===== src/rtl/mips_lite_core.sv =====
module mips_lite_core #(
  parameter logic [31:0] RESET_PC = 32'h0000_0010
) (
  input  logic        clk,
  input  logic        rst_n,
  output logic [31:0] fetch_addr,
  input  logic [31:0] fetch_data,
  output logic [31:0] bus_addr,
  output logic [31:0] bus_wdata,
  input  logic [31:0] bus_rdata,
  output logic        bus_rd,
  output logic        bus_wr,
  output logic        bus_ale,
  output logic [3:0]  bus_be
);
  localparam logic [5:0] OP_SPECIAL = 6'h00, OP_J = 6'h02, OP_JAL = 6'h03,
                         OP_ADDIU = 6'h09, OP_ORI = 6'h0D, OP_LUI = 6'h0F,
                         OP_LW = 6'h23, OP_SW = 6'h2B;
  localparam logic [5:0] FN_JR = 6'h08, FN_ADDU = 6'h21, FN_NOR = 6'h27;
  localparam logic [4:0] LINK_REG = 5'd31;

  logic [31:0] pc, npc, nxt;
  logic [31:0] gpr [32];

  wire [5:0]  op   = fetch_data[31:26];
  wire [5:0]  fn   = fetch_data[5:0];
  wire [4:0]  ra   = fetch_data[25:21];
  wire [4:0]  rb   = fetch_data[20:16];
  wire [4:0]  rc   = fetch_data[15:11];
  wire        shz  = (fetch_data[10:6] == 5'd0);
  wire [31:0] va   = gpr[ra];
  wire [31:0] vb   = gpr[rb];
  wire [31:0] simm = {{16{fetch_data[15]}}, fetch_data[15:0]};
  wire [31:0] zimm = {16'h0, fetch_data[15:0]};

  logic        wen;
  logic [4:0]  wsel;
  logic [31:0] wval;

  assign fetch_addr = pc;
  assign bus_rd     = (op == OP_LW);
  assign bus_wr     = (op == OP_SW);
  assign bus_ale    = bus_rd | bus_wr;
  assign bus_be     = {4{bus_ale}};
  assign bus_addr   = bus_ale ? va + simm : 32'h0;
  assign bus_wdata  = bus_wr ? vb : 32'h0;

  always_comb begin
    wen  = 1'b0;
    wsel = rb;
    wval = 32'h0;
    nxt  = npc + 32'd4;
    case (op)
      OP_LUI:   begin wen = 1'b1; wval = {fetch_data[15:0], 16'h0}; end
      OP_ORI:   begin wen = 1'b1; wval = va | zimm; end
      OP_ADDIU: begin wen = 1'b1; wval = va + simm; end
      OP_LW:    begin wen = 1'b1; wval = bus_rdata; end
      OP_J:     nxt = {npc[31:28], fetch_data[25:0], 2'b00};
      OP_JAL: begin
        nxt  = {npc[31:28], fetch_data[25:0], 2'b00};
        wen  = 1'b1;
        wsel = LINK_REG;
        wval = npc + 32'd4;
      end
      OP_SPECIAL: if (shz) begin
        case (fn)
          FN_ADDU: begin wen = 1'b1; wsel = rc; wval = va + vb; end
          FN_NOR:  begin wen = 1'b1; wsel = rc; wval = ~(va | vb); end
          FN_JR:   nxt = va;
          default: ;
        endcase
      end
      default: ;
    endcase
  end

  always_ff @(posedge clk) begin
    if (!rst_n) begin
      pc  <= RESET_PC;
      npc <= RESET_PC + 32'd4;
      for (int i = 0; i < 32; i++) gpr[i] <= 32'h0;
    end else begin
      pc  <= npc;
      npc <= nxt;
      if (wen && wsel != 5'd0) gpr[wsel] <= wval;
    end
  end
endmodule



===== config.mk =====
export PLATFORM = sky130hd
export DESIGN_NAME = mips_lite_core
export DESIGN_NICKNAME = d
export VERILOG_FILES = /design/src/rtl/mips_lite_core.sv
export SDC_FILE = /design/constraint.sdc
export NUM_CORES = 2
export LEC_CHECK = 0
export BUFFER_PORTS_ARGS = -buffer_cell sky130_fd_sc_hd__buf_2
export CAP_MARGIN = 20
export CORE_ASPECT_RATIO = 1.2
export CORE_MARGIN = 1.5
export CORE_UTILIZATION = 40
export DETAILED_ROUTE_END_ITERATION = 8
export PLACE_DENSITY_LB_ADDON = 0.08
export RECOVER_POWER = 100
export SETUP_SLACK_MARGIN = 0.3
export SYNTH_ARGS = -nofsm -noshare
export SYNTH_HDL_FRONTEND = slang
export SYNTH_SLANG_ARGS = --single-unit

===== constraint.sdc =====
create_clock -name clk -period 17.8 [get_ports clk]
set_input_delay 1.78 -clock clk [delete_from_list [all_inputs] [get_ports clk]]
set_output_delay 1.78 -clock clk [all_outputs]
set_load 0.1 [all_outputs]

==> flow_summary.yaml, run 1 <==
yosys:
  synth.area.mux_share_pct: 24.4
  yosysSeqAreaShare_pct: 52.9
  yosys_warnings: 0
  synthArstFlopShare_pct: 0
  syn_area_mm2: 0.0606
  synthAdderAreaFrac_pct: 2.36
  synth-edff-count: 1024
  syn_avg_cell_area_um2: 13.4
  syn_inst: 4506
  ys_types: 77
  synth-xor-area-share_pct: 1.16
  yosys.area_share.simple_pct: 10.4
  synth_compound_area_share_pct: 5.10
  synth_top_family_by_area: "multiplexers"
  ys_ff_latch: 1088
  ys.flop_type: "edfxtp_1"
place:
  globalplace.congestion: 0.978
  dp.cells: 6413
  port_buffers: 168
  hpwl_um: 149000
grt:
  grt_usage_pct: 30.9
  grt_antenna_before_repair: 4
  grt_pass1_wl_um: 330000
  grt-ovfl-total: 0
  grt_pass1_vias: 41700
  grt_max_degree: 83
status:
  status: "did not finish"
  haltStage: "5_2_route"
  stop_error: "Error: net569 1 pin not visited #guides = 355"
clocking:
  htreeDepth: 3
  cts_root_buf: "clkbuf_16"
  cts_buffer_depth: 3
  cts.sinks: 1088
  post_cts.repair.setup_buffers: 0
  ctsResizeCount: 0
  cts_hold_buffers: 0
  cts_buffers: 115
die:
  io_pins: 169
  die_h_um: 429
  start_util_pct: 40.2
  fp.dieW_um: 358
  core.rowCount: 156
[synthesized netlist by cell type, types with 8 or more instances]
cell type | n | area, um2
mux2_2 | 15 | 169
clkbuf_1 | 289 | 1080
o21a_1 | 14 | 105
a21oi_1 | 136 | 681
buf_4 | 8 | 60.1
a22oi_1 | 35 | 263
o221ai_1 | 17 | 149
a31oi_1 | 15 | 93.8
and2_1 | 57 | 357
edfxtp_1 | 1024 | 30700
nand2_1 | 181 | 679
inv_1 | 94 | 353
nand3_1 | 40 | 200
nor4_1 | 13 | 81.3
o22ai_1 | 8 | 50.1
nor3_1 | 27 | 135
mux4_2 | 593 | 13400
nand2b_1 | 12 | 75.1
a21o_1 | 16 | 120
ha_1 | 111 | 1390
a222oi_1 | 16 | 160
a221oi_1 | 28 | 245
buf_6 | 14 | 158
a211oi_1 | 21 | 158
nor2b_1 | 12 | 75.1
and3_1 | 12 | 75.1
xnor2_1 | 52 | 455
o211ai_1 | 15 | 113
nand4_1 | 25 | 156
nor2_2 | 30 | 188
mux2i_1 | 99 | 991
nor2_1 | 1106 | 4150
dfxtp_1 | 64 | 1280
o21bai_1 | 9 | 67.6
xor2_1 | 28 | 245
o21ai_0 | 63 | 315
buf_1 | 32 | 120
buf_2 | 79 | 395
mux4_1 | 10 | 263
[metrics by stage]
stage	instance area (um2)	setup WS, ps
after floorplan	60700	7970
after global placement	63900	6810
after global routing	67000	3340
after detailed placement	63900	6780
after CTS	67600	6750
[cell families after synthesis]
kind of cell	count (synthesis)
AO/OA/AOI/OAI	454
XOR/XNOR	80
adder cells (fa/ha/maj)	113
buffers and inverters	522
flip-flops	1088
multiplexers	718
other	1
AND/OR/NAND/NOR	1530
[metal layers]
layer and track usage (%):
met1 41.0, met2 51.0, met3 4.94, met4 11.0, met5 0
==> inputs of run 2 (changes only) <==
- CORE_ASPECT_RATIO: 1.2 -> not set
- CORE_UTILIZATION: 40 -> 25
- PLACE_DENSITY_LB_ADDON: 0.08 -> 0.15
- SETUP_SLACK_MARGIN: 0.3 -> not set
==> run 2 against run 1 <==
Net effect: the flow now finishes, with violations (capacitance limit, slew limit); area after synthesis did not move; synthesized cell count unchanged; global-route usage shrank 11 points.
==> flow_summary.yaml, run 2 <==
cells_and_area:
  areaGrowthSynthToFinish_pct: 13.3
  nets: 4737
  largest_reg_flops: 1024
  regArea_mm2: 0.0320
  top_register: "gpr"
  fill_cells: 24400
  finish.utilization_pct: 28.5
  multi_input_area_mm2: 0.0267
  final_cell_mix: "1,120 x nor2_1, 1,024 x edfxtp_1, 593 x mux4_2"
  final_common_cell: "nor2_1"
  drive_gt1_share_pct: 21.5
  final_cell_area_mm2: 0.0686
  instances_no_fill: 7850
yosys:
  syn_avg_cell_area_um2: 13.4
  ys.flop_type: "edfxtp_1"
  ys_ff_latch: 1088
  synth_top_cell_by_area: "edfxtp_1"
  yosysMostFrequentCell: "nor2_1"
  yosys_warnings: 0
  yosysSeqAreaShare_pct: 52.9
  post-synth-top-area-fraction_pct: 50.8
  synth-edff-count: 1024
  synthTopCellsByArea: "edfxtp_1 51%, mux4_2 22%, nor2_1 6.9%, ha_1 2.3%, dfxtp_1 2.1%"
  syn_area_mm2: 0.0606
  synth_common_cells: "1,106 x nor2_1, 1,024 x edfxtp_1, 593 x mux4_2"
  synthArstFlopShare_pct: 0
  syn_inst: 4506
  ys_types: 77
worst_setup_path:
  ff2ff_setup_slack_ps: 10500
  cp-end-kind: "flip-flop"
  path_max_fanout: 72
  cpMaxStageDelayCell: "clkbuf_1"
  worstPathCellList: "clkbuf_1 > buf_12 > clkbuf_1 > mux4_2 > mux4_2 > mux2i_1 > ha_1 > nand4_1 > nor4_1 > inv_1 > o21ai_0 > nor3_1 > o211a_1 > a211oi_1 > clkbuf_1 > nor2_1"
  worstSetupPathType: "primary input to flip-flop"
  cp.required_ps: 18180
  crit_buf_inv: 5
  path_delay_family: "buffers and inverters"
  crit_top_cell: "clkbuf_1"
  worstPathArrival_ps: 14700
  startpoint_type: "primary input"
  timing.critical_path.slowest_cell_delay_ps: 4120
place:
  post-place-ws_ps: 6670
  globalplace.congestion: 0.903
  placed_cell_area_mm2: 0.0654
  hpwl_um: 156000
  dp.cells: 7619
  port_buffers: 168
grt:
  grt-ovfl-total: 0
  grt_antenna_before_repair: 7
  grt_pass1_vias: 41700
  grt_pass1_wl_um: 348000
  grt_max_degree: 95
  grt_usage_pct: 20.2
die:
  io_pins: 169
  fp.dieW_um: 495
  die_area_mm2: 0.245
  start_util_pct: 25.2
  core.rowCount: 180
  core_mm2: 0.241
  die_h_um: 495
clocking:
  worstSkewPairLatency_ps: 780
  cts_hold_buffers: 0
  cts.sinks: 1088
  cts_buffer_depth: 3
  htreeDepth: 3
  cts_buffers: 120
  cts.clk_slew.worst_paths_ps: 60
  cts_tree: "yes"
  post_cts.repair.setup_buffers: 0
  cts_root_buf: "clkbuf_16"
  ctsResizeCount: 0
timing:
  period_needed_ps: 14310
  setup_tns_ps: 0
  slew_viol_final: 2858
  relSlewSlack_pct: -304
  tightestPinTransition_ps: 6070
  max_freq_ghz: 0.0699
  hold_violations: 0
  timing.final.ws_setup_ps: 3490
  holdWs_ps: 500
  rsz0062_at_grt: "no"
  fin_crit_sh_pct: 80.4
  skew_ps: 44.1
  setup_violations: 0
status:
  status: "complete, but fails checks"
  violations: "capacitance limit, slew limit"
routing:
  wl_per_cell_um: 32.1
  wl_met2_um: 123000
  topRoutingLayerUsed: "met4"
  met1_length_um: 109000
  drt_wl_total_um: 252000
  routed_via_density: 5.26
  wl_met3_um: 14700
  detail_route.first_pass.iterations: 8
  detail-route-antenna-nets: 0
  detail_route.iter0.violations: 4411
  drc_errors: 0
  vias: 41300
power:
  p_leak_nw: 22.4
  p_per_area_mw_per_mm2: 95.6
  vdd_drop_max_uv: 89.3
  p_total_mw: 6.56
min_path:
  hp-class: "flip-flop to flip-flop"
run:
  drv_cap: 95
run 2: logic make-up after synthesis:
family          synth area share [%]
other cells                  0.00619
mux                             24.4
buf+inv                         3.67
simple gates                    10.4
compound gates                  5.10
xor+xnor                        1.16
fa+ha+maj                       2.36
flops                           52.9
run 2: per-layer routing:
layer | global-route usage, % | vias to the layer above
li1 | - | 17300
met1 | 27.6 | 22200
met2 | 34.3 | 1638
met3 | 2.41 | 243
met4 | 4.58 | 0
met5 | 0 | -
run 2: layout make-up:
| class | instances | area share [%] |
|---|---|---|
| multi-input combinational | 2927 | 38.9 |
| antenna | 5 | 0.0182 |
| inverter | 98 | 0.538 |
| clock buffer | 135 | 4.49 |
| sequential | 1088 | 46.7 |
| tap | 3185 | 5.81 |
| clock inverter | 89 | 1.13 |
| timing repair buffer | 323 | 2.43 |
run 2: power breakdown:
part	switching (mW)	total, mW	internal, mW
Combinational	0.705	1.09	0.389
Sequential	0.0449	2.93	2.89
Clock	1.13	2.53	1.40
Total	1.88	6.56	4.68
run 2: path summary, 6_finish.rpt:
| kind | depth (start not counted) | end | start |
|---|---|---|---|
| max | 16 | gpr[23][31] | fetch_data[17] |
| min reg2reg | 1 | fetch_addr[22] | npc[22] |
| max reg2reg | 14 | gpr[30][29] | gpr[16][3] |
| min | 1 | fetch_addr[22] | npc[22] |
No activity file was read; power rests on OpenSTA's default activity.
